===== config.mk =====
export PLATFORM = sky130hd
export DESIGN_NAME = mcart_outer_regs
export DESIGN_NICKNAME = d
export VERILOG_FILES = /design/src/rtl/mcart_outer_regs.sv
export SDC_FILE = /design/constraint.sdc
export NUM_CORES = 1
export LEC_CHECK = 0
export ABC_AREA = 1
export BUFFER_PORTS_ARGS = -buffer_cell sky130_fd_sc_hd__buf_2
export CORE_UTILIZATION = 50
export CTS_CLUSTER_SIZE = 40
export DETAILED_ROUTE_END_ITERATION = 10
export HOLD_SLACK_MARGIN = 0.15
export PLACE_DENSITY = 0.83
export SLEW_MARGIN = 10
export SYNTH_ARGS = -nofsm -noshare
export SYNTH_HDL_FRONTEND = slang
export SYNTH_SLANG_ARGS = --single-unit

===== constraint.sdc =====
create_clock -name clk -period 2.28 [get_ports clk]
set_input_delay 0.114 -clock clk [delete_from_list [all_inputs] [get_ports clk]]
set_output_delay 0.114 -clock clk [all_outputs]
set_load 0.01 [all_outputs]

===== src/rtl/mcart_outer_regs.sv =====
module mcart_outer_regs #(
  parameter int VAR_W  = 4,
  parameter int DATA_W = 8,
  parameter int ADDR_W = 16,
  parameter int PRG_W  = 15
) (
  input  logic              clk,
  input  logic              rst_n,
  input  logic [VAR_W-1:0]  variant,
  input  logic              wr_en,
  input  logic [ADDR_W-1:0] addr,
  input  logic [DATA_W-1:0] wdata,
  output logic [DATA_W-1:0] rdata,
  input  logic              eep_do,
  output logic              eep_sel,
  output logic              eep_clk,
  output logic              eep_di,
  output logic [7:0]        mode,
  output logic [3:0]        flags,
  output logic [DATA_W-1:0] misc,
  output logic [DATA_W-1:0] misc2,
  output logic [PRG_W-1:0]  prg_base,
  output logic              clear_req
);
  localparam logic [ADDR_W-1:0] A_EEP  = ADDR_W'('h5301);
  localparam logic [ADDR_W-1:0] A_MISC = ADDR_W'('h5601);
  localparam logic [ADDR_W-1:0] A_MODE = ADDR_W'('h5700);
  localparam logic [ADDR_W-1:0] A_BASE = ADDR_W'('h5701);
  localparam logic [ADDR_W-1:0] A_AUX  = ADDR_W'('h5702);
  localparam logic [PRG_W-1:0]  PRG_RST = PRG_W'('h7FF0);

  logic v0, v1, w_eep, w_misc, w_mode, w_base, w_aux, unlocked;

  assign v0       = (variant == '0);
  assign v1       = (variant == VAR_W'(1));
  assign w_eep    = wr_en && addr == A_EEP;
  assign w_misc   = wr_en && addr == A_MISC;
  assign w_mode   = wr_en && addr == A_MODE;
  assign w_base   = wr_en && addr == A_BASE;
  assign w_aux    = wr_en && addr == A_AUX;
  assign unlocked = !misc[DATA_W-1];

  assign rdata = (addr == A_EEP || addr == A_MISC) ? {eep_do, {(DATA_W-1){1'b0}}}
                                                   : {DATA_W{1'b1}};

  always_ff @(posedge clk) begin
    if (!rst_n) begin
      mode      <= {variant[3:0], 4'h0};
      flags     <= 4'hF;
      misc      <= '0;
      misc2     <= '0;
      prg_base  <= PRG_RST;
      clear_req <= 1'b0;
    end else begin
      clear_req <= w_mode;
      if (w_mode) begin
        mode        <= {variant[3:0], wdata[7:4]};
        flags       <= wdata[3:0];
        prg_base[4] <= wdata[0];
      end
      if (w_base) prg_base[12:5] <= wdata[7:0];
      if (w_misc && unlocked) begin
        misc <= wdata;
        if (v0) prg_base[13] <= wdata[4];
      end
      if (w_aux && v1) misc2 <= wdata;
    end
  end

  always_ff @(posedge clk) begin
    if (!rst_n) begin
      eep_sel <= 1'b1;
      eep_clk <= 1'b0;
      eep_di  <= 1'b0;
    end else if (w_eep && v0) begin
      eep_sel <= wdata[2];
      eep_clk <= wdata[1];
      eep_di  <= wdata[0];
    end else if (w_misc && v1) begin
      eep_sel <= wdata[4];
      eep_clk <= wdata[1];
      eep_di  <= wdata[0];
    end
  end


  lock_hold_chk: assert property (@(posedge clk) disable iff (!rst_n)
    misc[DATA_W-1] |=> $stable(misc));

  prg_fixed_chk: assert property (@(posedge clk) disable iff (!rst_n)
    prg_base[14] && prg_base[3:0] == 4'h0);

  aux_gate_chk: assert property (@(posedge clk) disable iff (!rst_n)
    !v1 |=> $stable(misc2));

  pin_hold_chk: assert property (@(posedge clk) disable iff (!rst_n)
    (!v0 && !v1) |=> $stable({eep_sel, eep_clk, eep_di}));

  clear_mode_chk: assert property (@(posedge clk) disable iff (!rst_n)
    clear_req |-> mode[7:4] == variant[3:0]);
endmodule


Yosys cells after proc, flatten, opt, wreduce, memory -nomap -nowiden:

Cells that the tools add are included.

* add/subtract/negate cells: 0
* multiply operators: 0
* divide/modulo/power cells: 0
* order comparisons: 0
* equality and inequality tests: 7
* shifts and indexed selects: 0
* mux-type cells: 9
* bitwise logic cells: 0
* reductions and logical operators: 14

Operators with widths (number)
* $eq 16x15->1 const B: 5
* $mux 8: 3
* $logic_and 1x1->1: 9
* $mux 1: 6
* $eq 4x1->1 const B: 1
* $logic_not 4->1: 1
* $ne 2x1->1 const B: 1
* $reduce_and 2->1: 1
* $reduce_bool 2->1: 1
* $logic_not 1->1: 1
* $logic_or 1x1->1: 1

* register bits after elaboration: 42
* bits in latches: 0
* RAM bits: 0
* memory bits (read-only): 0
* output and inout bits: 55
* memories kept: 0

Depth between registers and ports, before layout:

* word-level depth: 5
* depth in mapped cells: 9
* mapped depth without buffers: 9

Worst setup path after synthesis:

No wires, ideal clock.

* path kind: input port to output port
* from: in addr[13]
* to: out rdata[7]
* arrival time: 1.305 ns
* slack: 0.861 ns
* cell stages on the path: 5
* path buffers: 0
* cell sequence: nor2_1 nand3_1 nor2_2 o21ai_0 or2_2

* longest elaborated chain between the ends: 3

RTL lines
* from (decl): RTL line 11 `input logic [ADDR_W-1:0] addr,`
* $eq 16x15->1: RTL line 43 `assign rdata = (addr == A_EEP || addr == A_MISC) ? {eep_do, {(DATA_W-1){1'b0}}}`
* $logic_or 1x1->1 *: RTL line 43
* $mux 8 *: RTL line 43
* to (decl): RTL line 13 `output logic [DATA_W-1:0] rdata,`

Mark *: on every way between the ends. The rest lies on a longest branch, timed or not.

Final worst setup path:

* from: in addr[1]
* to: out rdata[7]

The elaborated chain is that of the path after synthesis.

==> impl_metrics.ini <==
[global_routing]
gr-usage-met3_pct = 6.514
grt_usage_pct = 24.54
antenna_found_initial = 0
use_met1_pct = 28.87
grt_start_max_net_pins = 31
grt_pass1_wl_mm = 7.790
grt.busiest_layer = met2
met2_usage_pct = 42.89
first_global_vias = 1806
overflow = 0

[detailed_routing]
detail_route.drc_violations = 0
drt-wirelength-per-cell_um = 11.44
first_iter_violations = 69
ant_nets = 0
dr_total_vias = 1969
avgViaCountPerCell = 4.791
drtPass1Iterations = 4
routed_wirelength_mm = 4.701

[setup_path]
crit_chain = dlygate4sd3_1 -> buf_2 -> nor2_1 -> nand2_1 -> nor2_2 -> o21ai_0 -> or2_2 -> buf_2
start_kind = primary input
cp_common_cell = buf_2
reg2reg_setup_slack_ns = 1.30
worstPathRequired_ns = 2.17
crit_path_end_kind = primary output
r2r-start = misc[7]
crit_type = in2out
critical_path.max_fanout = 8
cpPeakStageDelay_ns = 0.54
reg2reg_to = misc[2]
timing.reg2reg.worst_path_depth = 4
cpMaxStageDelayCell = dlygate4sd3_1
arrival_ns = 1.97

[layout]
final_nets = 394
finalCoreUtilization_pct = 68.59
n_antenna_cell = 0
synthToLayoutAreaGrowth_pct = 29.78
layout-drive-gt1-share_pct = 27.82

[sta]
worst_slew_pin_slew_ns = 0.5874
hold_viol_final = 0
final_min_period_over_clock_period_pct = 91.40
setup_viol = 0
post_route_minimum_period_ns = 2.084
clock-skew-final_ns = 0.003724
grt_setup_unrepaired = false
slew_headroom_pct = 60.43
totalNegativeSetupSlack_ns = 0
slew_violations = 0
max_freq_mhz = 479.9

[run]
max-cap-violations = 0

[pwr]
p_per_area_mw_per_mm2 = 533.9
total_leakage_power_nw = 1.325
worst_ir_drop_vdd_uv = 329.2

[die]
rows = 22
floorplan_core_area_sq_mm = 0.003689
die-area_sq_mm = 0.004153
start_util_pct = 52.85
die_y_um = 64.44
die-width_um = 64.44
boundaryPins = 87

[yosys]
yosys_warnings = 0
syn_area_sq_mm = 0.001949
synthCells = 275
postSynthRegisterBits = 41
synth.avg_cell_area_sq_um = 7.089
synth_sequential_area_ratio_pct = 44.16
number_of_different_library_cells_in_the_post_synthesis_netlist = 26

[hold_path]
timing.hold.worst.class = in2reg
min_delay_worst_endpoint = clear_req
min_delay_path_depth = 4
worstHoldStart = addr[2]

[cts]
clk_path_buf_depth = 2
cts.htree.levels = 2
cts_made_buffers = 5
clkLatencyLatePin_ns = 0.30
cts_tree = yes
clock_tree.root_cell = clkbuf_8
post_cts_repair_setup_buffers = 0
path_clk_slew_ns = 0.07
cts-resized-gates = 0
cts_sinks = 41

[run_status]
outcome = complete, no violations

[placement]
dp_hpwl_mm = 3.440
io_buffers = 81
routabilityCongestion = 0.8983
worst max-delay path: cells and delay by family:
kind,cells,cell delay (ns)
AO/OA/AOI/OAI,1,0.29
AND/OR/NAND/NOR,4,0.74
buffers and inverters,3,0.83
synth_stat cells:
| library cell | count | area (sq um) |
|---|---|---|
| nor2_1 | 67 | 251.5 |
| buf_4 | 12 | 90.09 |
| buf_6 | 2 | 22.52 |
| nand3_1 | 21 | 105.1 |
| dfxtp_1 | 37 | 740.7 |
| nand3_2 | 1 | 10.01 |
| o211ai_1 | 7 | 52.55 |
| nor2_2 | 4 | 25.02 |
| o21ai_0 | 5 | 25.02 |
| inv_2 | 1 | 3.750 |
| conb_1 | 2 | 7.510 |
| nand2_1 | 55 | 206.5 |
| nor4_1 | 1 | 6.260 |
| or2_2 | 1 | 6.260 |
| nor3_1 | 4 | 20.02 |
| clkinv_1 | 1 | 3.750 |
| nor2_4 | 1 | 11.26 |
| a21oi_1 | 3 | 15.01 |
| nor3_4 | 1 | 16.27 |
| clkbuf_1 | 2 | 7.510 |
| inv_1 | 34 | 127.6 |
| nand4_1 | 5 | 31.28 |
| nand4_4 | 1 | 21.27 |
| edfxtp_1 | 4 | 120.1 |
| buf_2 | 2 | 10.01 |
| o211ai_2 | 1 | 12.51 |
stage by stage:
step	instances	hold WS, ns	instance area, sq um	setup WS [ns]	total power (W)
floorplan	278	0.1895	1961	0.8614	0.0008059
global placement	390	0.3532	2303	0.7054	0.0008483
detailed placement	390	0.3574	2303	0.6531	0.0008502
CTS	411	0.1705	2530	0.1938	0.001355
global route	411	0.1837	2530	0.05026	0.001410
finish	411	0.1746	2530	0.1961	0.001351
report_power, final:
group	internal [W]	leakage [nW]	switching (W)
registers	0.000733	0.337	0.00000122
clock network	0.000245	0.0512	0.000253
logic	0.0000487	0.937	0.0000694
total	0.00103	1.33	0.000324
cells in the final DEF (no fill, tap or decap), types with 3 or more instances in the layout:
cell type	count
buf_2	81
nor2_1	67
nand2_1	55
dfxtp_1	37
inv_1	34
nand3_1	21
dlygate4sd3_1	13
o211ai_1	7
clkbuf_8	6
nand4_1	5
o21ai_0	5
conb_1	5
nor2_2	4
nor3_1	4
edfxtp_1	4
a21oi_1	3
cell type report:
class                      count  area (sq um)
clock buffer                   6         82.58
clock inverter                 2         13.76
fill                         339          1159
inverter                      36         135.1
multi-input combinational    183         834.6
sequential                    41         860.8
tap                           48         60.06
timing repair buffer          95         543.0
per-layer routing:
layer / part of all wire [%] / vias to the layer above / wire length (um)
li1: - / 1011 / -
met1: 44 / 878 / 2057
met2: 49 / 72 / 2297
met3: 5.7 / 8 / 269
met4: 1.6 / 0 / 77
met5: 0 / - / 0
sequential cells by signal, indices dropped and copies added, names as in the netlist:
| name | count |
|---|---|
| clear_req | 1 |
| eep_di | 1 |
| eep_clk | 1 |
| flags | 4 |
| eep_sel | 1 |
| mode | 8 |
| misc | 8 |
| misc2 | 8 |
| prg_base | 9 |
cells by family (layout without fill, tap and decap cells):
kind of cell | count (synthesis) | count (layout) | share of synthesized area [%]
and+or+nand+nor | 162 | 162 | 36.46
AOI/OAI and AO/OA | 16 | 16 | 5.391
DFF | 41 | 41 | 44.16
buffers and inverters | 54 | 139 | 13.61
other | 2 | 5 | 0.3853
worst max-delay path by stage:
stage	end	startpoint	depth (start not counted)
4_1_cts	rdata[7]	addr[1]	8
5_1_grt	rdata[7]	addr[1]	8
6_report	rdata[7]	addr[1]	8
3_5_place_dp	mode[5]	addr[13]	8
3_3_place_gp	rdata[7]	addr[13]	7
2_1_floorplan	rdata[7]	addr[13]	5
timing repair:
| item | CTS | global route |
|---|---|---|
| endpoints found under the hold margin | 20 | 0 |
| hold buffers | 13 | 0 |
| setup endpoints to repair | 0 | 0 |
No activity file was read; power rests on OpenSTA's default activity.
